--- config.mk ---
export PLATFORM = sky130hd
export DESIGN_NAME = sleep_pwr_ctrl
export DESIGN_NICKNAME = d
export VERILOG_FILES = /design/src/rtl/sleep_pwr_pkg.sv /design/src/rtl/sleep_ctrl_reg.sv /design/src/rtl/sleep_mode_decode.sv /design/src/rtl/wake_delay_timer.sv /design/src/rtl/sleep_pwr_ctrl.sv
export SDC_FILE = /design/constraint.sdc
export NUM_CORES = 1
export LEC_CHECK = 0
export ABC_AREA = 0
export BUFFER_PORTS_ARGS = -buffer_cell sky130_fd_sc_hd__buf_2
export CAP_MARGIN = 20
export CORE_MARGIN = 4
export CORE_UTILIZATION = 47
export CTS_CLUSTER_SIZE = 28
export DETAILED_ROUTE_END_ITERATION = 7
export GPL_TIMING_DRIVEN = 0
export HOLD_SLACK_MARGIN = 0.02
export PLACE_DENSITY = 0.82
export SYNTH_ARGS = -nofsm -noshare
export SYNTH_HDL_FRONTEND = slang
export SYNTH_SLANG_ARGS = --single-unit
--- constraint.sdc ---
create_clock -name clk -period 2.3 [get_ports clk]
set_clock_uncertainty 0.2 [all_clocks]
set_input_delay 0.23 -clock clk [delete_from_list [all_inputs] [get_ports clk]]
set_output_delay 0.23 -clock clk [all_outputs]
set_load 0.03 [all_outputs]
--- src/rtl/sleep_pwr_pkg.sv ---
package sleep_pwr_pkg;

  localparam int CTRL_W = 8;
  localparam int N_DOM  = 4;

  localparam int DOM_CPU  = 0;
  localparam int DOM_IO   = 1;
  localparam int DOM_ADC  = 2;
  localparam int DOM_ATMR = 3;

  typedef enum logic [2:0] {
    MD_IDLE  = 3'b000,
    MD_ADCNR = 3'b001,
    MD_PDOWN = 3'b010,
    MD_PSAVE = 3'b011,
    MD_STBY  = 3'b110
  } sleep_mode_e;

  typedef enum logic [1:0] {
    ST_RUN,
    ST_SLEEP,
    ST_WARM,
    ST_HOLD
  } pwr_state_e;

endpackage

--- src/rtl/sleep_ctrl_reg.sv ---
module sleep_ctrl_reg
  import sleep_pwr_pkg::*;
#(
  parameter logic [CTRL_W-1:0] WR_MASK = 8'h0F
) (
  input  logic              clk,
  input  logic              rst,
  input  logic              clr,
  input  logic              wr_en,
  input  logic [CTRL_W-1:0] wdata,
  output logic [CTRL_W-1:0] rdata,
  output logic [2:0]        mode,
  output logic              enable
);

  logic [CTRL_W-1:0] ctrl_q;

  always_ff @(posedge clk) begin
    if (rst || clr) begin
      ctrl_q <= '0;
    end else if (wr_en) begin
      ctrl_q <= wdata & WR_MASK;
    end
  end

  assign rdata  = ctrl_q;
  assign mode   = ctrl_q[3:1];
  assign enable = ctrl_q[0];

endmodule

--- src/rtl/sleep_mode_decode.sv ---
module sleep_mode_decode
  import sleep_pwr_pkg::*;
#(
  parameter int T_SHORT = 6,
  parameter int T_LONG  = 40,
  parameter int T_STBY  = 10,
  parameter int CNT_W   = 6
) (
  input  logic [2:0]       mode,
  output logic             valid,
  output logic [N_DOM-1:0] gate_en,
  output logic             osc_keep,
  output logic             wk_any,
  output logic             wk_ext,
  output logic             wk_tmr,
  output logic [CNT_W-1:0] start_m1
);

  always_comb begin
    valid    = 1'b1;
    gate_en  = '1;
    osc_keep = 1'b1;
    wk_any   = 1'b0;
    wk_ext   = 1'b1;
    wk_tmr   = 1'b0;
    start_m1 = CNT_W'(T_SHORT - 1);
    case (mode)
      MD_IDLE: begin
        gate_en[DOM_CPU] = 1'b0;
        wk_any = 1'b1;
        wk_tmr = 1'b1;
      end
      MD_ADCNR: begin
        gate_en[DOM_CPU] = 1'b0;
        gate_en[DOM_IO]  = 1'b0;
        wk_any = 1'b1;
        wk_tmr = 1'b1;
      end
      MD_PDOWN: begin
        gate_en  = '0;
        osc_keep = 1'b0;
        start_m1 = CNT_W'(T_LONG - 1);
      end
      MD_PSAVE: begin
        gate_en           = '0;
        gate_en[DOM_ATMR] = 1'b1;
        osc_keep          = 1'b0;
        wk_tmr            = 1'b1;
        start_m1          = CNT_W'(T_LONG - 1);
      end
      MD_STBY: begin
        gate_en  = '0;
        start_m1 = CNT_W'(T_STBY - 1);
      end
      default: begin
        valid = 1'b0;
      end
    endcase
  end

endmodule

--- src/rtl/wake_delay_timer.sv ---
module wake_delay_timer #(
  parameter int CNT_W = 6
) (
  input  logic             clk,
  input  logic             rst,
  input  logic             load,
  input  logic [CNT_W-1:0] load_val,
  output logic             done
);

  logic [CNT_W-1:0] cnt_q;

  always_ff @(posedge clk) begin
    if (rst) begin
      cnt_q <= '0;
    end else if (load) begin
      cnt_q <= load_val;
    end else if (cnt_q != '0) begin
      cnt_q <= cnt_q - 1'b1;
    end
  end

  assign done = (cnt_q == '0);

endmodule

--- src/rtl/sleep_pwr_ctrl.sv ---
module sleep_pwr_ctrl
  import sleep_pwr_pkg::*;
#(
  parameter int                T_SHORT    = 6,
  parameter int                T_LONG     = 40,
  parameter int                T_STBY     = 10,
  parameter int                HALT_EXTRA = 4,
  parameter logic [CTRL_W-1:0] WR_MASK    = 8'h0F
) (
  input  logic              clk,
  input  logic              rst,
  input  logic              bus_wr_en,
  input  logic [CTRL_W-1:0] bus_wdata,
  output logic [CTRL_W-1:0] bus_rdata,
  input  logic              sleep_strobe,
  input  logic              irq_pending,
  input  logic              irq_ext_async,
  input  logic              irq_tmr_async,
  input  logic              core_rst_req,
  output logic              core_halt,
  output logic [N_DOM-1:0]  clk_en,
  output logic              osc_en,
  output logic              resume_vec
);

  localparam int T_MAX0 = (T_LONG > T_SHORT) ? T_LONG : T_SHORT;
  localparam int T_MAX1 = (T_STBY > T_MAX0) ? T_STBY : T_MAX0;
  localparam int T_MAX  = (HALT_EXTRA > T_MAX1) ? HALT_EXTRA : T_MAX1;
  localparam int CNT_W  = $clog2(T_MAX + 1);

  logic [2:0]       ctrl_mode;
  logic             ctrl_se;
  logic [2:0]       mode_q;
  logic [2:0]       dec_mode;
  logic             dec_valid;
  logic [N_DOM-1:0] dec_gate;
  logic             dec_osc;
  logic             dec_wk_any;
  logic             dec_wk_ext;
  logic             dec_wk_tmr;
  logic [CNT_W-1:0] dec_start_m1;
  logic             tmr_load;
  logic [CNT_W-1:0] tmr_val;
  logic             tmr_done;
  logic             wake_hit;
  logic             enter_ok;
  logic             rst_wake_q;
  pwr_state_e       state_q;

  sleep_ctrl_reg #(.WR_MASK(WR_MASK)) u_reg (
    .clk   (clk),
    .rst   (rst),
    .clr   (core_rst_req),
    .wr_en (bus_wr_en),
    .wdata (bus_wdata),
    .rdata (bus_rdata),
    .mode  (ctrl_mode),
    .enable(ctrl_se)
  );

  // While running, decode the requested mode; afterwards, the latched one.
  assign dec_mode = (state_q == ST_RUN) ? ctrl_mode : mode_q;

  sleep_mode_decode #(
    .T_SHORT(T_SHORT),
    .T_LONG (T_LONG),
    .T_STBY (T_STBY),
    .CNT_W  (CNT_W)
  ) u_dec (
    .mode    (dec_mode),
    .valid   (dec_valid),
    .gate_en (dec_gate),
    .osc_keep(dec_osc),
    .wk_any  (dec_wk_any),
    .wk_ext  (dec_wk_ext),
    .wk_tmr  (dec_wk_tmr),
    .start_m1(dec_start_m1)
  );

  assign wake_hit = (dec_wk_any & irq_pending) |
                    (dec_wk_ext & irq_ext_async) |
                    (dec_wk_tmr & irq_tmr_async) |
                    core_rst_req;

  assign enter_ok = sleep_strobe & ctrl_se & dec_valid & ~core_rst_req;

  always_comb begin
    tmr_load = 1'b0;
    tmr_val  = dec_start_m1;
    if (state_q == ST_SLEEP && wake_hit) begin
      tmr_load = 1'b1;
    end else if (state_q == ST_WARM && tmr_done) begin
      tmr_load = 1'b1;
      tmr_val  = CNT_W'(HALT_EXTRA - 1);
    end
  end

  wake_delay_timer #(.CNT_W(CNT_W)) u_tmr (
    .clk     (clk),
    .rst     (rst),
    .load    (tmr_load),
    .load_val(tmr_val),
    .done    (tmr_done)
  );

  always_ff @(posedge clk) begin
    if (rst) begin
      state_q    <= ST_RUN;
      mode_q     <= '0;
      core_halt  <= 1'b0;
      clk_en     <= '1;
      osc_en     <= 1'b1;
      resume_vec <= 1'b0;
      rst_wake_q <= 1'b0;
    end else begin
      resume_vec <= 1'b0;
      case (state_q)
        ST_RUN: begin
          if (enter_ok) begin
            state_q   <= ST_SLEEP;
            mode_q    <= ctrl_mode;
            core_halt <= 1'b1;
            clk_en    <= dec_gate;
            osc_en    <= dec_osc;
          end
        end
        ST_SLEEP: begin
          if (wake_hit) begin
            state_q    <= ST_WARM;
            osc_en     <= 1'b1;
            rst_wake_q <= core_rst_req;
          end
        end
        ST_WARM: begin
          if (core_rst_req) rst_wake_q <= 1'b1;
          if (tmr_done) begin
            state_q <= ST_HOLD;
            clk_en  <= '1;
          end
        end
        ST_HOLD: begin
          if (core_rst_req) rst_wake_q <= 1'b1;
          if (tmr_done) begin
            state_q    <= ST_RUN;
            core_halt  <= 1'b0;
            resume_vec <= rst_wake_q | core_rst_req;
            rst_wake_q <= 1'b0;
          end
        end
        default: state_q <= ST_RUN;
      endcase
    end
  end

  // Halt may only begin on an enabled sleep strobe.
  assert_entry_gate_R2: assert property (@(posedge clk) disable iff (rst)
    $rose(core_halt) |-> $past(sleep_strobe && ctrl_se));

  // Reserved mode codes never lead to sleep.
  assert_reserved_ignored_R3: assert property (@(posedge clk) disable iff (rst)
    (state_q == ST_RUN && sleep_strobe && ctrl_se &&
     (ctrl_mode == 3'b100 || ctrl_mode == 3'b101 || ctrl_mode == 3'b111))
    |=> !core_halt);

  // A running core always has every domain clocked and the oscillator on.
  assert_awake_clocks_R4: assert property (@(posedge clk) disable iff (rst)
    !core_halt |-> (&clk_en && osc_en));

  // Clocks are back at least one cycle before the core is released.
  assert_release_order_R7: assert property (@(posedge clk) disable iff (rst)
    $fell(core_halt) |-> (&clk_en && $past(&clk_en)));

  // The reset-vector flag only accompanies a release.
  assert_resume_at_release_R10: assert property (@(posedge clk) disable iff (rst)
    resume_vec |-> $fell(core_halt));

endmodule

==> qor.csv <==
metric,value,unit
initial standard-cell utilization of the core,48.6,%
clock tree root driver cell,clkbuf_4,
VDD IR-drop max,774,uV
Fillers,237,
number of sinks on the clock net,23,
Critical Path Fanout Max,8,
worst path arrival time,2.28,ns
critical path capture point type,flip-flop,
via count of the first global-routing pass,1173,
CTS tree,done,
unrepaired setup endpoints after global routing,yes,
Ports,31,
number of DRC violations after detailed-routing iteration 0,41,
Relative slew margins,65.7,%
Clock H-tree levels,1,
Inserted Diodes,0,
yosys warns,0,
CP startpoint,u_tmr.cnt_q[1],
per-cell routed wire length,14.7,um
GR Util All Layers,19.4,%
maximum number of pins on one net before global-route repair,13,
post-synthesis cell count,153,
dominant synthesized flop cell,dfxtp_1,
chain of cells forming the critical path,"inv_2, ha_4, or3b_4, or3_4, a211o_4, a211o_1",
flop and latch count out of synthesis,23,
Critical Path Sink,clk_en[1],
Die ar.,3740,sq um
transition at the pin with the smallest max-transition slack,0.515,ns
number of buffers created by CTS,3,
depth of the worst register-to-register path,6,
clock input transition at the sequential cells of the worst setup and hold paths,0.12,ns
number of synthesized flops with an enable pin,0,
Final Max Slew Viols,0,
Vias/cell,5.72,
"Clk Latency, worst-skew pair",0.31,ns
gr ovfl total,0,
final routed wirelength across all metal layers,3260,um
number of nets with antenna violations after detailed routing,0,
area overhead of the layout relative to synthesis,27.0,%
"Period Utilization, post-route",98.6,%
"delay-heaviest family, CP",simple AND/OR/NAND/NOR gates,
most instantiated cells after synthesis,"dfxtp_1 (23), nor2_1 (18), a21oi_1 (16), mux2i_1 (11), nor3_1 (10)",
leak pwr,0.686,nW
core area,2730,sq um
startpoint of the most critical register-to-register path,u_tmr.cnt_q[1],
number of maximum-capacitance constraint violations,0,
Fin Hold WS,0.0286,ns
endpoint of the worst register-to-register path,clk_en[1],
footprint of the multi-input gates,855,sq um
total power consumption of the routed design,1.79,mW
CP bufs+invs,1,
result of the run,completed,
final setup violation count,0,
first-pass GRT wire length,5410,um
final hold violation count,0,
total iterations of the first detailed-routing run,4,
post-layout worst setup margin,0.0327,ns
"worst slack, placed",-0.309,ns
cell types with the largest area share after synthesis,"dfxtp_1 (35%), mux2i_1 (8.3%), a21oi_1 (6.0%)",
total standard cell area after synthesis,1330,sq um
worst reg2reg setup slack,0.03,ns
Yosys top cell by area,dfxtp_1,
last weighted congestion value of the routability-driven placer,0.829,
Port-buffer cells,19,
WP data required,2.31,ns
power density of the placed cells,1060,nW/um^2
Post-DP HPWL,2270,um
most instantiated library cell after synthesis,dfxtp_1,
worst min-delay path category,primary input to flip-flop,
slowest CP cell,or3_4,
share of the synthesized area in the top cell type,34.7,%
"slowest stage delay, CP",0.40,ns
share of post-route cells with drive strength above 1,35.1,%
overall die width,61.2,um
number of vias in the routed layout,1270,
time the worst path needs with I/O delays and setup,2.27,ns
number of distinct library cells after synthesis,40,
final core utilization,61.7,%
mean instance size in the synthesized netlist,8.68,sq um
Register Area,465,sq um
Cell Rows,19,
sequential fraction of the synthesis area,34.7,%
highest clock rate,441,MHz
CP Launch Type,flip-flop,
share of synthesized registers carrying an async set or reset,0,%
worst setup path category,flip-flop to flip-flop,
initial antenna violation count,0,
logic depth of the worst setup path including buffers,6,
Die Y,61.2,um
nets@finish,214,
total DRC errors in the routed layout,0,
largest buffer count on any clock path,2,
==> worst reg2reg max path: stages, from the launching register on <==
cell and delay, ns:
dfxtp_2 0.35, inv_2 0.06, ha_4 0.13, or3b_4 0.38, or3_4 0.40, a211o_4 0.39
a211o_1 0.26
==> flip-flops by register name, indices dropped and copies added, names as in the netlist <==
| signal | count |
|---|---|
| mode_q | 3 |
| osc_en | 1 |
| u_reg.rdata | 4 |
| clk_en | 4 |
| rst_wake_q | 1 |
| u_tmr.cnt_q | 6 |
| state_q | 2 |
| resume_vec | 1 |
| core_halt | 1 |
==> cell type report <==
type / instances / share of cell area, %
Multi-Input combinational cell: 112 / 50.6
Sequential cell: 23 / 27.6
Timing Repair Buffer: 32 / 11.8
Buffer: 12 / 4.37
Tap cell: 31 / 2.30
Inverter: 8 / 1.78
Clock buffer: 4 / 1.56
==> kinds of logic after synthesis <==
group,Yosys count,synth area share [%]
mux,11,8.29
fa+ha+maj,6,5.65
buf+inv,21,8.66
compound gates,35,19.2
other cells,1,0.282
flops,23,34.7
simple gates,54,21.9
xor+xnor,2,1.32
==> worst min path at each step <==
stage                       from        endpoint  slack, ns  cells past startpoint
floorplan           bus_wdata[0]  u_reg.rdata[0]       0.23                      2
global placement       clk_en[1]       clk_en[1]       0.25                      1
detailed placement     clk_en[1]       clk_en[1]       0.26                      1
CTS                 bus_wdata[3]  u_reg.rdata[3]       0.02                      3
global route        bus_wdata[3]  u_reg.rdata[3]       0.04                      3
finish              bus_wdata[2]  u_reg.rdata[2]       0.03                      3
==> stage by stage <==
stage	instance area [sq um]	setup TNS [ns]	std cells
CTS	1640	-0.0527	218
global route	1690	-0.156	222
global placement	1500	-1.74	206
detailed placement	1500	-3.08	206
finish	1690	0	222
floorplan	1360	-0.00569	156
==> cells in the final DEF (no fill, tap or decap), types with 2 or more instances in the layout <==
cell,n
dfxtp_1,19
inv_2,4
nand3b_1,2
inv_1,4
a31oi_1,2
dfxtp_2,4
or3_1,2
a211o_1,2
clkbuf_1,3
o21ai_0,4
nand4_1,3
mux2i_1,10
buf_2,20
nand2b_1,2
nor3_1,10
nand2_1,4
ha_4,2
a21oi_1,14
nor3b_1,3
clkbuf_4,3
conb_1,4
xnor2_1,2
ha_1,4
buf_4,18
a211oi_1,2
nor2_1,18
==> routing by layer <==
layer  part of all wire, %  vias to the layer above  track usage [%]
met5                     0                        -                0
met4                   2.0                        0             7.74
met3                   4.0                        9             2.10
met2                    53                       40             34.3
met1                    41                      608             23.9
li1                      -                      613                -
==> repair_timing <==
action                     4_1_cts  5_1_grt
buffers inserted                 7        5
hold buffers                     1        0
gates resized for setup         14        5
setup endpoints to repair       17       17
hold endpoints to repair         1        0
pin swaps                        3        6
==> report_power, final <==
group / internal [mW] / leakage [nW] / switching [mW]
combinational: 0.484 / 0.482 / 0.578
sequential: 0.484 / 0.189 / 0.0581
clock: 0.0678 / 0.0150 / 0.115
total: 1.04 / 0.686 / 0.751
(Power assumes the default switching activity.)
